==> config.mk <==
export PLATFORM = sky130hd
export DESIGN_NAME = seg7_scan_top
export DESIGN_NICKNAME = d
export VERILOG_FILES = /design/src/rtl/seg7_scan_pkg.sv /design/src/rtl/seg7_scan_ctrl.sv /design/src/rtl/seg7_scan_dp.sv /design/src/rtl/seg7_scan_top.sv
export SDC_FILE = /design/constraint.sdc
export NUM_CORES = 1
export LEC_CHECK = 0
export ABC_AREA = 1
export BUFFER_PORTS_ARGS = -buffer_cell sky130_fd_sc_hd__buf_2
export CAP_MARGIN = 5
export CORE_ASPECT_RATIO = 1.5
export CORE_MARGIN = 4
export CORE_UTILIZATION = 45
export CTS_CLUSTER_DIAMETER = 50
export DETAILED_ROUTE_END_ITERATION = 10
export PLACE_DENSITY_LB_ADDON = 0.1
export SKIP_CTS_REPAIR_TIMING = 1
export SLEW_MARGIN = 5
export SYNTH_ARGS = -nofsm -noshare
export SYNTH_HDL_FRONTEND = slang
export SYNTH_SLANG_ARGS = --single-unit
export TNS_END_PERCENT = 5
==> constraint.sdc <==
create_clock -name clk -period 2 [get_ports clk]
set_input_delay 0.2 -clock clk [delete_from_list [all_inputs] [get_ports clk]]
set_output_delay 0.2 -clock clk [all_outputs]
set_load 0.005 [all_outputs]
==> src/rtl/seg7_scan_pkg.sv <==
package seg7_scan_pkg;
  localparam int DIGIT_COUNT = 4;
  localparam int NIBBLE_W    = 4;
  localparam int SEG_W       = 7;
  localparam int SEL_W       = $clog2(DIGIT_COUNT);

  typedef struct packed {
    logic [SEL_W-1:0]       digitSel;
    logic [DIGIT_COUNT-1:0] anodeHot;
  } scanStrobe_t;

  // Active-low pattern, bit 6 = G .. bit 0 = A
  function automatic logic [SEG_W-1:0] hexToSegN(input logic [NIBBLE_W-1:0] v);
    logic [SEG_W-1:0] p;
    case (v)
      4'h0: p = 7'b1000000;
      4'h1: p = 7'b1111001;
      4'h2: p = 7'b0100100;
      4'h3: p = 7'b0110000;
      4'h4: p = 7'b0011001;
      4'h5: p = 7'b0010010;
      4'h6: p = 7'b0000010;
      4'h7: p = 7'b1111000;
      4'h8: p = 7'b0000000;
      4'h9: p = 7'b0010000;
      4'hA: p = 7'b0001000;
      4'hB: p = 7'b0000011;
      4'hC: p = 7'b1000110;
      4'hD: p = 7'b0100001;
      4'hE: p = 7'b0000110;
      default: p = 7'b0001110;
    endcase
    return p;
  endfunction
endpackage

==> src/rtl/seg7_scan_ctrl.sv <==
module seg7_scan_ctrl
  import seg7_scan_pkg::*;
#(
  parameter int REFRESH_BITS = 18
) (
  input  logic        clk,
  input  logic        rstN,
  output scanStrobe_t strobe
);
  logic [REFRESH_BITS-1:0] refreshCnt;

  always_ff @(posedge clk or negedge rstN) begin
    if (!rstN) refreshCnt <= '0;
    else       refreshCnt <= refreshCnt + 1'b1;
  end

  assign strobe.digitSel = refreshCnt[REFRESH_BITS-1 -: SEL_W];

  for (genvar k = 0; k < DIGIT_COUNT; k++) begin : g_hot
    assign strobe.anodeHot[k] = (strobe.digitSel == SEL_W'(k));
  end
endmodule

==> src/rtl/seg7_scan_dp.sv <==
module seg7_scan_dp
  import seg7_scan_pkg::*;
(
  input  logic                                 clk,
  input  logic                                 rstN,
  input  scanStrobe_t                          strobe,
  input  logic [DIGIT_COUNT-1:0][NIBBLE_W-1:0] digitBus,
  output logic [DIGIT_COUNT-1:0]               anodeN,
  output logic [SEG_W-1:0]                     segN
);
  logic [NIBBLE_W-1:0] pickedNibble;

  assign pickedNibble = digitBus[strobe.digitSel];

  always_ff @(posedge clk or negedge rstN) begin
    if (!rstN) begin
      anodeN <= '1;
      segN   <= '1;
    end else begin
      anodeN <= ~strobe.anodeHot;
      segN   <= hexToSegN(pickedNibble);
    end
  end
endmodule

==> src/rtl/seg7_scan_top.sv <==
module seg7_scan_top #(
  parameter int REFRESH_BITS = 18
) (
  input  logic       clk,
  input  logic       rstN,
  input  logic [3:0] digit0,
  input  logic [3:0] digit1,
  input  logic [3:0] digit2,
  input  logic [3:0] digit3,
  output logic [3:0] anodeN,
  output logic [6:0] segN,
  output logic       dpN
);
  import seg7_scan_pkg::*;

  scanStrobe_t                          strobe;
  logic [DIGIT_COUNT-1:0][NIBBLE_W-1:0] digitBus;

  assign digitBus = {digit3, digit2, digit1, digit0};
  assign dpN      = 1'b1;

  seg7_scan_ctrl #(.REFRESH_BITS(REFRESH_BITS)) u_ctrl (
    .clk    (clk),
    .rstN   (rstN),
    .strobe (strobe)
  );

  seg7_scan_dp u_dp (
    .clk      (clk),
    .rstN     (rstN),
    .strobe   (strobe),
    .digitBus (digitBus),
    .anodeN   (anodeN),
    .segN     (segN)
  );
endmodule

# After elaboration in Yosys (flattened, before gate mapping)

Memories as Yosys holds them, arrays and structs flattened. A register that Yosys moved wholly into a read port is not among the register bits.
Cells that the tools add are included.

Register bits: 22
Memory bits (read-only): 112
Input bits: 18
Output and inout port bits: 12
Logic and storage cells: 13
Memories kept: 1

$add $sub $neg: 1
Order comparisons: 1
Equality and inequality tests: 3
Mux-type cells: 2
Bitwise logic cells: 1
Reduce and logical (&&, ||, !) cells: 2

Memory list:

| name             | depth | bits a word | read ports | clocked after Yosys merged registers in | wr ports | line                | RTL |
|---|---|---|---|---|---|---|---|
| (name not given) | 16    | 7           | 1          | 1                                       | 0        | seg7_scan_pkg.sv:15 | `case (v)` |

Operators with widths:

| operator              | number |
|---|---|
| $add 18x1->18 const B | 1 |
| $bmux 4 s2            | 1 |
| $eq 2x2->1 const B    | 2 |
| $mux 4                | 1 |
| $not 4->4             | 1 |
| $lt 2x3->1 const B    | 1 |
| $eq 2x1->1 const B    | 1 |
| $logic_not 2->1       | 1 |
| $logic_not 1->1       | 1 |

# Depth between registers and ports, before layout

Depth after elaboration: 2
Depth in mapped cells: 12
Depth with buffers taken out: 10

# Cells and area by module

A second synthesis with hierarchy kept.

Cell total of the unflattened synthesis: 214
Area, all modules: 1686.6 um^2

Modules (own cells, without submodules):

| module         | times used | cells an instance | area each (um^2) | seq. area each (um^2) |
|---|---|---|---|---|
| seg7_scan_ctrl | 1          | 111               | 898.4            | 450.4 |
| seg7_scan_dp   | 1          | 101               | 777.0            | 289.0 |
| seg7_scan_top  | 1          | 2                 | 11.3             | 0.0 |

# Least setup slack after synthesis

Ideal clock, no wire load.

Path type: register -> register
Start point: register u_ctrl.refreshCnt[17]
End point: register u_dp.segN[5]
Library setup time: 76 ps
Data arrival time: 1434 ps
Data required time: 1924 ps
Path slack: 490 ps
Stages on the path, launching flop included: 12
Buffers on the path: 2
Clock period less this slack: 1510 ps
Cells stage by stage: dfrtp_1 > buf_4 > buf_6 > nand3_1 > nand2_1 > nor2_4 > inv_1 > ha_1 > nand2_2 > nand2_1 > nand2_1 > nand2_1

Cells in the longest elaborated chain, start to end: 2

Ends and longest elaborated chain:

| what                         | line                 | RTL |
|---|---|---|
| from (decl)                  | seg7_scan_ctrl.sv:10 | `logic [REFRESH_BITS-1:0] refreshCnt;` |
| from (signal assigned)       | seg7_scan_ctrl.sv:14 | `else refreshCnt <= refreshCnt + 1'b1;` |
| $bmux 4 s2                   | seg7_scan_dp.sv:13   | `assign pickedNibble = digitBus[strobe.digitSel];` |
| $mux 4 (implied by the code) | seg7_scan_dp.sv:13   |  |
| to (decl)                    | seg7_scan_dp.sv:9    | `output logic [SEG_W-1:0] segN` |

No other way between the ends. The select of a mux whose other input is x is not followed.

# Final worst setup path

Start point: register u_ctrl.refreshCnt[16]
End point: register u_dp.segN[3]

Same word-level chain as after synthesis.

==> impl_metrics.csv <==
group,metric,value,unit
flow_run,drv_cap,0,
clock_tree,tritoncts_num_sinks,29,
clock_tree,clkLatencyLatePin,0.28,ns
power,pwr_density_cell,619,nW/um^2
clock_tree,numCtsBuffers,5,
synthesis,synth_cell_types,22,
floorplanning,width_of_the_die,58.3,um
synthesis,synth_area_per_cell,8.17,um^2
power,power.share.switching,0.233,
power,leakagePower,1.00,nW
place,hpwl,2680,um
sta,relSlewSlack,0.587,
layout,most-common-layout-cells,"nand2_1 (77), buf_2 (28), nand3_1 (27), dfrtp_1 (18), nor2_1 (16)",
clock_tree,cts_max_path_buffers,2,
place,weighted_congestion_reported_at_the_end_of_routability_driven_placement,0.861,
synthesis,area_fraction_in_compound_gates_after_synthesis,0.00587,
sta,min_period_over_period,0.849,
sta,setup_viol,0,
sta,totalNegativeSetupSlack,0,ns
sta,fin_worst_skew,0.00623,ns
grt,vias_in_the_first_global_route,1448,
clock_tree,tritoncts,"built",
layout,layout-drive-gt1-share,0.252,
layout,antenna_cells_inserted,0,
grt,total_routing_usage_gr,0.170,
power,p_clk_frac,0.408,
setup_path,timing.critical_path.from,"u_ctrl.refreshCnt[16]$_DFF_PN0_",
sta,grt_setup_unrepaired,"no",
sta,finalMaxSlewViolations,0,
layout,finalInstanceArea,1960,um^2
synthesis,yosys.area_share.simple,0.367,
place,io_buffers,28,
place,placed_inst_area,1860,um^2
clock_tree,cts.clk_slew.worst_paths,0.06,ns
setup_path,regToRegStartpoint,"u_ctrl.refreshCnt[16]$_DFF_PN0_",
power,net_switching_power_of_the_design,0.282,mW
synthesis,syn_nets,234,
grt,grt_first_pass_wirelength,6310,um
floorplanning,num_rows,27,
clock_tree,number_of_levels_in_the_clock_h_tree,2,
detailed_routing,drtPass1Iterations,4,
detailed_routing,num_vias,1376,
setup_path,timing.critical_path.from_type,"flip-flop",
floorplanning,start_util,0.463,
setup_path,crit-reg2reg-capture,"u_dp.segN[3]$_DFF_PN1_",
detailed_routing,routed_wire_length_per_instance,12.0,um
floorplanning,fp.dieH,83.4,um
layout,areaGrowthSynthToFinish,14.6,%
power,combinationalPowerShare,0.088,
setup_path,critical_path_arrival,1.92,ns
floorplanning,fp.dieArea,4860,um^2
setup_path,timing.reg2reg.setup_slack,0.30,ns
detailed_routing,first_iter_violations,23,
synthesis,yosys.area_share.adder,0.0513,
detailed_routing,detail_route.vias_per_cell,4.83,
detailed_routing,drc_violation_count_after_routing,0,
outcome,run_status,"complete, no violations",
synthesis,synthMuxAreaShare,0,
synthesis,ys_seq_area_frac,0.433,
worst_hold_path,worst_hold_startpoint,"digit0[2]",
grt,globalRoute.totalOverflow,0,
layout,final_common_cell,"nand2_1",
clock_tree,clock_tree.root_cell,"clkbuf_8",
synthesis,synthesis.area,1710,um^2
floorplanning,pin_count,30,
synthesis,postSynthCellCount,209,
sta,finalCriticalPeriod,1.70,ns
grt,maximum_number_of_pins_on_one_net_before_global_route_repair,30,
setup_path,critPathMaxFanout,12,
worst_hold_path,worst_hold_path_type,"primary input to flip-flop",
setup_path,setup.worst_path.class,"flip-flop to flip-flop",
power,seqPwrFrac,0.504,
power,power_report.internal_total,0.930,mW
detailed_routing,totalWireLength,3410,um
grt,initial_antenna_violation_count,0,
sta,hold_violation_count_in_the_final_report,0,
sta,timing_worst_slew_pin_value,0.619,ns
synthesis,postSynthRegisterBits,29,
setup_path,reg2reg_depth,8,
synthesis,yosys_warnings,0,
setup_path,timing.critical_path.required,2.22,ns
detailed_routing,antenna_violating_nets_post_route,0,
power,max-vdd-ir-drop,0.000442,V
setup_path,timing.critical_path.to_type,"flip-flop",
synthesis,largest_family_of_logic_cells_by_synthesized_area,"simple AND/OR/NAND/NOR gates",
floorplanning,design.core.area,3680,um^2
worst_hold_path,holdPathEnd,"u_dp.segN[4]$_DFF_PN1_",
synthesis,synth_xor_xnor_area_share,0.0667,
sta,fmax,589,MHz
layout,final_util,0.531,
layout,fin_nets,266,
worst_hold_path,number_of_cells_on_the_worst_hold_path,6,
==> metrics by stage <==
stage                     power, mW  setup WS (ns)  hold WS, ns  std cells
after CTS                      1.22          0.299      -0.0419        284
after global placement        0.729          0.361        0.257        276
after global routing           1.27          0.115        0.398        285
after detailed placement      0.729          0.318        0.257        276
after floorplan               0.676          0.490      -0.0956        209
final                          1.21          0.302        0.359        285
==> cell usage after synthesis, drive strengths merged <==
master	number	area, um^2
inv	16	65.1
ha	7	87.6
buf	6	60.1
nand4	2	12.5
o21ai	2	10.0
xor2	7	61.3
conb	1	3.75
nor3	1	5.00
dfstp	11	289
dfrtp	18	450
nor2	21	129
nand3	29	155
nand2	82	325
xnor2	6	52.6
==> power groups by stage <==
stage | Combinational, mW | Sequential, mW | Clock, mW
2_1_floorplan | 0.0539 | 0.623 | 0
3_3_place_gp | 0.108 | 0.621 | 0
3_5_place_dp | 0.108 | 0.621 | 0
4_1_cts | 0.108 | 0.611 | 0.502
5_1_grt | 0.126 | 0.612 | 0.535
6_report | 0.107 | 0.611 | 0.494
==> cells by family after synthesis <==
kind of cell	after synthesis
AND/OR/NAND/NOR	135
XOR/XNOR	13
AO/OA/AOI/OAI	2
adder cells (fa/ha/maj)	7
buffers and inverters	22
flip-flops	29
other	1
==> flip-flops by register name, summed over array words and instances (netlist names) <==
signal             cells
u_dp.segN              7
u_dp.anodeN            4
u_ctrl.refreshCnt     18
==> worst max path at each step <==
stage	end	cells past startpoint
6_report	u_dp.segN[3]$_DFF_PN1_	8
5_1_grt	u_dp.segN[3]$_DFF_PN1_	10
4_1_cts	u_dp.segN[3]$_DFF_PN1_	8
3_5_place_dp	u_dp.segN[3]$_DFF_PN1_	10
3_3_place_gp	u_dp.segN[3]$_DFF_PN1_	10
2_1_floorplan	u_dp.segN[5]$_DFF_PN1_	11
==> cell type report <==
| type | instances | area, um^2 |
|---|---|---|
| Timing Repair Buffer | 31 | 165 |
| Inverter | 16 | 65.1 |
| Fill cell | 369 | 1730 |
| Clock buffer | 8 | 90.1 |
| Tap cell | 43 | 53.8 |
| Multi-Input combinational cell | 158 | 842 |
| Sequential cell | 29 | 739 |
==> critical path, stage by stage, from the launching register on <==
cell and delay [ns]:
dfrtp_1 0.48, buf_4 0.22, nand3_1 0.08, nand2_1 0.05
nor2_1 0.28, ha_1 0.31, nand2_1 0.07, nand3_1 0.07
nand2_1 0.07
==> routing by layer <==
metal	wire [um]	GRT usage
met1	1320	0.175
met5	0	0
met3	121	0.0373
met4	96	0.0886
met2	1880	0.304
Power figures use the tool's default switching activity.
